File: config.mk
export PLATFORM = sky130hd
export DESIGN_NAME = icz_input_ctl
export DESIGN_NICKNAME = d
export VERILOG_FILES = /design/src/rtl/icz_pkg.sv /design/src/rtl/icz_decide.sv /design/src/rtl/icz_lane.sv /design/src/rtl/icz_strobe.sv /design/src/rtl/icz_input_ctl.sv
export SDC_FILE = /design/constraint.sdc
export NUM_CORES = 1
export LEC_CHECK = 0
export ABC_CLOCK_PERIOD_IN_PS = 800
export BUFFER_PORTS_ARGS = -buffer_cell sky130_fd_sc_hd__buf_2
export CAP_MARGIN = 15
export CORE_AREA = 3 3 55 57
export CTS_CLUSTER_DIAMETER = 120
export DETAILED_ROUTE_END_ITERATION = 12
export DIE_AREA = 0 0 58 60
export HOLD_SLACK_MARGIN = 0.03
export PLACE_DENSITY_LB_ADDON = 0.12
export SLEW_MARGIN = 20
export SYNTH_ARGS = -nofsm -noshare
export SYNTH_HDL_FRONTEND = slang
export SYNTH_SLANG_ARGS = --single-unit
File: constraint.sdc
create_clock -name clk -period 0.8 [get_ports clk]
set_clock_uncertainty 0.1 [all_clocks]
set_input_delay 0.08 -clock clk [delete_from_list [all_inputs] [get_ports clk]]
set_output_delay 0.08 -clock clk [all_outputs]
set_load 0.005 [all_outputs]
File: src/rtl/icz_pkg.sv
package icz_pkg;
  localparam int DEF_DATA_W = 12;
  localparam int LANES      = 2;  // I and Q
  typedef enum logic {
    MODE_GATED  = 1'b0,
    MODE_INTERP = 1'b1
  } icz_mode_e;
endpackage

File: src/rtl/icz_decide.sv
// Combinational decision: what the next pipeline word is and which strobes fire.
module icz_decide
  import icz_pkg::*;
(
  input  logic take_n,
  input  logic mode_interp,
  output logic load,
  output logic zero,
  output logic vld_d,
  output logic step_d
);
  icz_mode_e mode;
  logic      taken;

  always_comb begin
    mode   = icz_mode_e'(mode_interp);
    taken  = ~take_n;
    step_d = taken;
    zero   = 1'b0;
    load   = 1'b0;
    unique case (mode)
      MODE_GATED: begin
        load = taken;
      end
      MODE_INTERP: begin
        load = 1'b1;
        zero = ~taken;
      end
      default: begin
        load = 1'b0;
      end
    endcase
    vld_d = load;
  end
endmodule

File: src/rtl/icz_lane.sv
// One data lane: registered word, loads the input or a zero, else holds.
module icz_lane #(
  parameter int W = 12
) (
  input  logic         clk,
  input  logic         rst,
  input  logic         load,
  input  logic         zero,
  input  logic [W-1:0] din,
  output logic [W-1:0] dout
);
  always_ff @(posedge clk) begin
    if (rst)       dout <= '0;
    else if (load) dout <= zero ? '0 : din;
  end
endmodule

File: src/rtl/icz_strobe.sv
// Registered strobes, aligned with the lane registers.
module icz_strobe (
  input  logic clk,
  input  logic rst,
  input  logic vld_d,
  input  logic step_d,
  output logic vld_q,
  output logic step_q
);
  always_ff @(posedge clk) begin
    if (rst) begin
      vld_q  <= 1'b0;
      step_q <= 1'b0;
    end else begin
      vld_q  <= vld_d;
      step_q <= step_d;
    end
  end
endmodule

File: src/rtl/icz_input_ctl.sv
module icz_input_ctl
  import icz_pkg::*;
#(
  parameter int DATA_W = DEF_DATA_W
) (
  input  logic                     clk,
  input  logic                     rst,
  input  logic                     take_n,
  input  logic                     mode_interp,
  input  logic signed [DATA_W-1:0] in_i,
  input  logic signed [DATA_W-1:0] in_q,
  output logic signed [DATA_W-1:0] out_i,
  output logic signed [DATA_W-1:0] out_q,
  output logic                     out_vld,
  output logic                     osc_step
);
  logic load, zero, vld_d, step_d;
  logic [LANES-1:0][DATA_W-1:0] lane_in;
  logic [LANES-1:0][DATA_W-1:0] lane_out;

  assign lane_in[0] = in_i;
  assign lane_in[1] = in_q;

  icz_decide u_decide (
    .take_n      (take_n),
    .mode_interp (mode_interp),
    .load        (load),
    .zero        (zero),
    .vld_d       (vld_d),
    .step_d      (step_d)
  );

  for (genvar g = 0; g < LANES; g++) begin : g_lane
    icz_lane #(.W(DATA_W)) u_lane (
      .clk  (clk),
      .rst  (rst),
      .load (load),
      .zero (zero),
      .din  (lane_in[g]),
      .dout (lane_out[g])
    );
  end

  icz_strobe u_strobe (
    .clk    (clk),
    .rst    (rst),
    .vld_d  (vld_d),
    .step_d (step_d),
    .vld_q  (out_vld),
    .step_q (osc_step)
  );

  assign out_i = lane_out[0];
  assign out_q = lane_out[1];
endmodule

After elaboration in Yosys (flattened, before gate mapping)
Index checks and enable logic that the tools add are counted.
{ "word_totals": {"register_bits": 26, "latchBits": 0, "ramBits": 0, "rom_bits": 0, "input_bits": 28, "output_inout_bits": 26, "word_cells": 10, "mem_count": 0} }
{ "op_classes": {"add_sub_neg": 0, "multipliers": 0, "div_mod_pow": 0, "order_cmp": 0, "eq_ne": 0, "shift": 0, "mux": 4, "bitwise": 2, "n_reduce_logical": 0} }
{ "ops": {"columns": ["cell", "count"], "rows": [
  ["12-bit two-way mux", 2],
  ["1-bit inverter", 2],
  ["1-bit one-hot mux with 2 select lines", 1],
  ["1-bit two-way mux", 1]
]} }

Longest topological paths before layout
Gate-level depths: netlist of run 1.
{ "depth": {"depth_word": 2, "ltp_mapped": 4, "ltp_nobuf": 2} }

Cells and area by module
A second synthesis of run 1 with hierarchy kept.
{ "unflattened": {"cells_unflattened": 112, "area_unflattened_um2": 1047.3} }
{ "modules_own_cells": {"columns": ["module", "instances", "cells_per_inst", "area_each_um2", "seq_area_each_um2"], "rows": [
  ["icz_lane", 2, 52, 485.5, 240.2],
  ["icz_strobe", 1, 4, 52.6, 40.0],
  ["icz_decide", 1, 4, 23.8, 0.0]
]} }

Least setup slack after synthesis of run 1
Ideal clock, no wire load.
{ "synth_path": {"path_type": "input-to-reg", "startpoint": "input port take_n", "endpoint": "register g_lane[0].u_lane.dout[10]", "setup_ns": 0.092, "t_arrival_ns": 0.565, "setup_slack_ns": 0.043, "cell_stages": 3, "n_path_buf": 2, "cell_sequence": "buf_6 -> buf_4 -> o32ai_1"} }
{ "synth_between": {"elab_chain_len": 2} }
{ "synth_rtl": {"columns": ["element", "line_no", "source"], "rows": [
  ["start, declared", "icz_input_ctl.sv:8", "input logic take_n,"],
  ["1-bit inverter / 1-bit two-way mux (equally long branches)", "icz_decide.sv:17, icz_decide.sv:21", null],
  ["1-bit one-hot mux with 2 select lines / 12-bit two-way mux (equally long branches)", "icz_decide.sv:21, icz_lane.sv:14", null],
  ["end signal, assigned", "icz_lane.sv:14", "else if (load) dout <= zero ? '0 : din;"],
  ["end, declared", "icz_lane.sv:10", "output logic [W-1:0] dout"]
]} }
Parallel ways exist; a longest one is shown, timed or not.
A chain may end at the register's enable or synchronous reset.

Final worst setup path of run 1
{ "layout_path": {"startpoint": "register g_lane[1].u_lane.dout[5]", "endpoint": "output port out_q[5]"} }
{ "layout_lines": {"columns": ["element", "line_no", "source"], "rows": [
  ["start, declared", "icz_lane.sv:10", null],
  ["start signal, assigned", "icz_lane.sv:14", null],
  ["end, declared", "icz_input_ctl.sv:13", "output logic signed [DATA_W-1:0] out_q,"]
]} }
No word-level cell between the ends.

==> results of run 1 <==
## cell usage after synthesis (all sizes together)
master / instances
dfxtp: 26
inv: 21
nand2: 20
o32ai: 20
buf: 7
a32o: 4
clkbuf: 2
nor2: 2
a21oi: 1
or2: 1
## state kept, by name (all words and copies together), names as in the netlist
register,cells
g_lane.u_lane.dout,24
u_strobe.step_q,1
u_strobe.vld_q,1
## worst max path at each step
stage,end,slack (ps),cells after the start
2_1_floorplan,g_lane[0].u_lane.dout[10]$_SDFFE_PP0P_,40,3
3_3_place_gp,g_lane[0].u_lane.dout[8]$_SDFFE_PP0P_,-100,4
3_5_place_dp,g_lane[0].u_lane.dout[1]$_SDFFE_PP0P_,-140,4
4_1_cts,out_q[9],-170,1
5_1_grt,out_i[1],-210,1
6_report,out_q[5],-150,1
## cell type report
type                    instances  area (um2)
flip-flops and latches         26         549
well taps                      30        37.5
inverters                      21        78.8
repair buffers                 68         463
fillers                       236        1050
clock buffers                   4        36.3
multi-input cells              48         312
## metrics by stage
step	hold slack, ps	worst slack (ps)	instances	TNS (ps)
5_1_grt	-124	-212	197	-5050
6_report	-115	-153	197	-3800
4_1_cts	-125	-171	195	-4210
3_3_place_gp	192	-103	188	-2300
2_1_floorplan	83.6	42.6	104	0
3_5_place_dp	196	-144	188	-2790
## power groups by stage
stage	logic [mW]	clock network [mW]	registers (mW)
final	0.389	0.636	1.40
after CTS	0.365	0.667	1.40
after global placement	0.341	0	1.42
after detailed placement	0.350	0	1.42
after floorplan	0.157	0	1.43
after global routing	0.432	0.733	1.41
## metal layers
layer | routed length (um) | global-route usage | vias up
li1 | - | - | 484
met3 | 195 | 0.0497 | 2
met5 | 0 | 0 | -
met2 | 1180 | 0.234 | 35
met4 | 18 | 0.0298 | 0
met1 | 926 | 0.159 | 425
## kinds of logic (layout without fill, tap and decap cells)
group / after synthesis / after routing / share of synthesized area
AND/OR/NAND/NOR: 23 / 23 / 0.0911
flip-flops: 26 / 26 / 0.534
AO/OA/AOI/OAI: 25 / 25 / 0.226
buffers and inverters: 30 / 93 / 0.149
## what timing repair did
item,CTS,global route
pin swaps,0,0
hold buffers,2,1
setup buffers,1,1
gates resized for setup,23,10
endpoints found under the setup margin,26,28
endpoints found under the hold margin,25,23
==> qor.yml, run 1 <==
critical_path:
  crit_family: "flip-flops"
  critPathBufInv: 1
  crit_path_start: "g_lane[1].u_lane.dout[5]$_SDFFE_PP0P_"
  worstReg2RegEnd: "g_lane[0].u_lane.dout[11]$_SDFFE_PP0P_"
  cp-start-kind: "flip-flop"
  crit_fanout: 2
  slowest_stage: "dfxtp_2"
  required_ps: 620
  r2r_slack_ps: 20
  crit-reg2reg-launch: "g_lane[0].u_lane.dout[11]$_SDFFE_PP0P_"
  crit_path_cell_trace: "buf_2"
  max_stage_delay_ps: 350
  cp.arrival_ps: 770
  cp-end-kind: "output pin"
  path_class: "reg -> out"
  r2r_cells: 3
final_layout:
  finish.utilization: 0.585
  drive_gt1_frac: 0.557
  layout_common_cells: "buf_2, dfxtp_2, inv_1, o32ai_1, nand2_1"
  fin_nets: 196
  postLayoutCellArea_mm2: 0.00148
  areaGrowthSynthToFinish_pct: 51.5
  n_antenna_cell: 0
  mostFrequentLayoutCell: "buf_2"
floorplan:
  io_pins: 54
  die_y_um: 60
  dieArea_mm2: 0.00348
  start_util: 0.386
  row_count: 18
  fp.dieW_um: 58
  coreArea_mm2: 0.00252
clock_network:
  clockBufferDepth: 2
  clock-sinks: 26
  path_clk_slew_ps: 130
  htreeDepth: 1
  cts_buffers: 3
  cts_tree: "yes"
  cts_root_buffer: "clkbuf_4"
  clock_latency_ps: 310
global_routing:
  grt_max_degree: 24
  grt_first_pass_wirelength_um: 3590
  antenna_found_initial: 0
  grtUsageTotal: 0.135
  grt_pass1_vias: 815
  grt_overflow: 0
sta:
  whs_ps: -115
  finalSetupViolations: 28
  fmax_ghz: 1.05
  slew_viol_final: 0
  finalHoldViolCount: 21
  rsz0062_at_grt: "true"
  setup_ws_ps: -153
  max_slew_margin: 0.823
  min_period_ps: 953
  worst_slew_pin_slew_ps: 265
  period_share: 1.19
logic_synthesis:
  yosysTopAreaCell: "dfxtp_1"
  ys_ff_latch: 26
  synth.net_count: 132
  yosys_warnings: 0
  synth_area_per_cell_um2: 9.37
  synth.area.top_cells: "dfxtp_1, o32ai_1, inv_1"
  syn_area_um2: 975
  synth_top_area_frac: 0.534
  yosysUniqueCellTypes: 12
  postSynthCellCount: 104
  synth-seq-area-share: 0.534
placement:
  hpwl_um: 1650
  placed_cell_area_mm2: 0.00131
  routabilityCongestion: 0.650
  io_buffers: 53
detailed_routing:
  route.vias.total: 946
  vias_per_cell: 4.80
  antenna_left: 0
  wirelength_um: 2320
  drc_errors: 0
  drt_iter0_drc: 46
  wire_per_inst_um: 11.8
  drtPass1Iterations: 4
pwr:
  internal_power_mw: 1.87
  p_sw_mw: 0.557
  seqPwrFrac: 0.578
  p_total_mw: 2.43
  p_comb_frac: 0.160
  switching_share: 0.229
  power_leakage_nw: 0.739
  ir_worst_vdd_uv: 1030
  p_per_area_mw_per_mm2: 1650
  pwr-share-clk: 0.262
run:
  cap_violations: 0
hold_path:
  hold_end: "g_lane[1].u_lane.dout[9]$_SDFFE_PP0P_"
  hp-class: "in -> reg"
  min_from: "in_q[9]"
  whs_path_depth: 2
status:
  status: "complete, but fails checks"
  violations: "hold timing, setup timing"
(Power assumes the default switching activity.)
==> run 2, diff against run 1 <==
--- a/config.mk
+++ b/config.mk
@@ -8,10 +8,11 @@
 export ABC_CLOCK_PERIOD_IN_PS = 800
 export BUFFER_PORTS_ARGS = -buffer_cell sky130_fd_sc_hd__buf_2
 export CAP_MARGIN = 15
-export CORE_AREA = 3 3 55 57
+export CORE_AREA = 3 3 42 72
+export CTS_BUF_LIST = sky130_fd_sc_hd__clkbuf_8
 export CTS_CLUSTER_DIAMETER = 120
 export DETAILED_ROUTE_END_ITERATION = 12
-export DIE_AREA = 0 0 58 60
+export DIE_AREA = 0 0 45 75
 export HOLD_SLACK_MARGIN = 0.03
 export PLACE_DENSITY_LB_ADDON = 0.12
 export SLEW_MARGIN = 20
==> run 2 against run 1 <==
  * The flow still finishes with violations (hold timing, setup timing)
  * Largest power group unchanged
  * Worst setup slack gained 52 ps
  * Die area fell by 3.0%
  * Largest cell class unchanged
  * Critical path type unchanged
  * Wire length is 3.3% higher
  * Highest routed layer unchanged
==> qor.yml, run 2 (same netlist as run 1, synthesis figures left out) <==
pwr:
  pwr-share-clk: 0.321
  p_comb_frac: 0.145
  seqPwrFrac: 0.534
  power_leakage_nw: 0.724
  switching_share: 0.230
  internal_power_mw: 2.02
  ir_worst_vdd_uv: 1100
  p_sw_mw: 0.606
  p_per_area_mw_per_mm2: 1800
  p_total_mw: 2.63
final_layout:
  largest_reg_flops: 24
  n_antenna_cell: 0
  areaGrowthSynthToFinish_pct: 50.3
  fin_cells: 189
  fin_nets: 192
  reg_top3: "g_lane.u_lane.dout x24, u_strobe.step_q x1, u_strobe.vld_q x1"
  drive_gt1_frac: 0.577
  postLayoutCellArea_mm2: 0.00147
  regMostFlops: "g_lane.u_lane.dout"
  mostFrequentLayoutCell: "buf_2"
  layout_common_cells: "buf_2, dfxtp_2, inv_1, nand2_1, o32ai_1"
clock_network:
  cts_buffers: 3
  cts_root_buffer: "clkbuf_8"
  clock-sinks: 26
  path_clk_slew_ps: 90
  htreeDepth: 1
  clock_latency_ps: 270
  clockBufferDepth: 2
  cts_tree: "yes"
floorplan:
  dieArea_mm2: 0.00338
  row_count: 24
  die_y_um: 75
  coreArea_mm2: 0.00252
  start_util: 0.386
  io_pins: 54
  fp.dieW_um: 45
detailed_routing:
  drtPass1Iterations: 3
  drt_iter0_drc: 19
  route.vias.total: 965
  antenna_left: 0
  wire_per_inst_um: 12.7
  wirelength_um: 2400
  vias_per_cell: 5.11
  drc_errors: 0
sta:
  min_period_ps: 901
  max_slew_margin: 0.786
  finalHoldViolCount: 25
  whs_ps: -89.2
  slew_viol_final: 0
  period_share: 1.13
  rsz0062_at_grt: "true"
  setup_ws_ps: -101
  finalSetupViolations: 26
  fmax_ghz: 1.11
  worst_slew_pin_slew_ps: 320
placement:
  routabilityCongestion: 0.737
  io_buffers: 53
  hpwl_um: 1770
  dp_cells: 181
  placed_cell_area_mm2: 0.00128
  place_ws_ps: -146
run:
  cap_violations: 0
global_routing:
  grt_pass1_vias: 884
  antenna_found_initial: 0
  grt_first_pass_wirelength_um: 3630
  grt_overflow: 0
  grtUsageTotal: 0.144
  grt_max_degree: 24
critical_path:
  crit_family: "flip-flops"
  critPathBufInv: 1
  cp-end-kind: "output pin"
  slowest_stage: "dfxtp_2"
  cp-start-kind: "flip-flop"
  path_class: "reg -> out"
  required_ps: 620
  max_stage_delay_ps: 330
  crit_path_cell_trace: "buf_2"
  crit_fanout: 2
  cp.arrival_ps: 720
hold_path:
  hp-class: "in -> reg"
status:
  status: "complete, but fails checks"
  violations: "hold timing, setup timing"
-- run 2: final timing paths --
check / startpoint / endpoint / slack (ps) / depth (start not counted)
max: g_lane[0].u_lane.dout[4]$_SDFFE_PP0P_ / out_i[4] / -100 / 1
min reg2reg: g_lane[1].u_lane.dout[5]$_SDFFE_PP0P_ / g_lane[1].u_lane.dout[5]$_SDFFE_PP0P_ / 360 / 2
max reg2reg: g_lane[0].u_lane.dout[2]$_SDFFE_PP0P_ / g_lane[0].u_lane.dout[2]$_SDFFE_PP0P_ / 20 / 3
min: in_q[8] / g_lane[1].u_lane.dout[8]$_SDFFE_PP0P_ / -90 / 2
-- run 2: layout make-up --
cell class | count | area (um2)
fillers | 250 | 1060
flip-flops and latches | 26 | 551
repair buffers | 64 | 429
multi-input cells | 48 | 319
inverters | 21 | 78.8
clock buffers | 4 | 55.1
well taps | 26 | 32.5
-- run 2: metrics by stage --
step                      TNS [ps]   util
after floorplan                  0      -
after global placement       -2260  0.509
after detailed placement     -2870  0.509
after CTS                    -2600  0.557
after global routing         -3060  0.581
final                        -2330  0.581
-- run 2: power groups by stage --
stage	registers, mW	clock network [mW]	logic, mW
2_1_floorplan	1.43	0	0.157
3_3_place_gp	1.42	0	0.332
3_5_place_dp	1.42	0	0.342
4_1_cts	1.40	0.870	0.359
5_1_grt	1.41	0.920	0.421
6_report	1.40	0.845	0.381
-- run 2: layer usage --
metal	track usage	part of all wire
met1	0.164	0.39
met2	0.232	0.51
met3	0.0263	0.068
met4	0.107	0.032
met5	0	0
-- run 2: timing repair --
action,CTS,global route
gates resized for setup,26,9
setup buffers,3,1
setup endpoints to repair,26,27
hold endpoints to repair,25,25
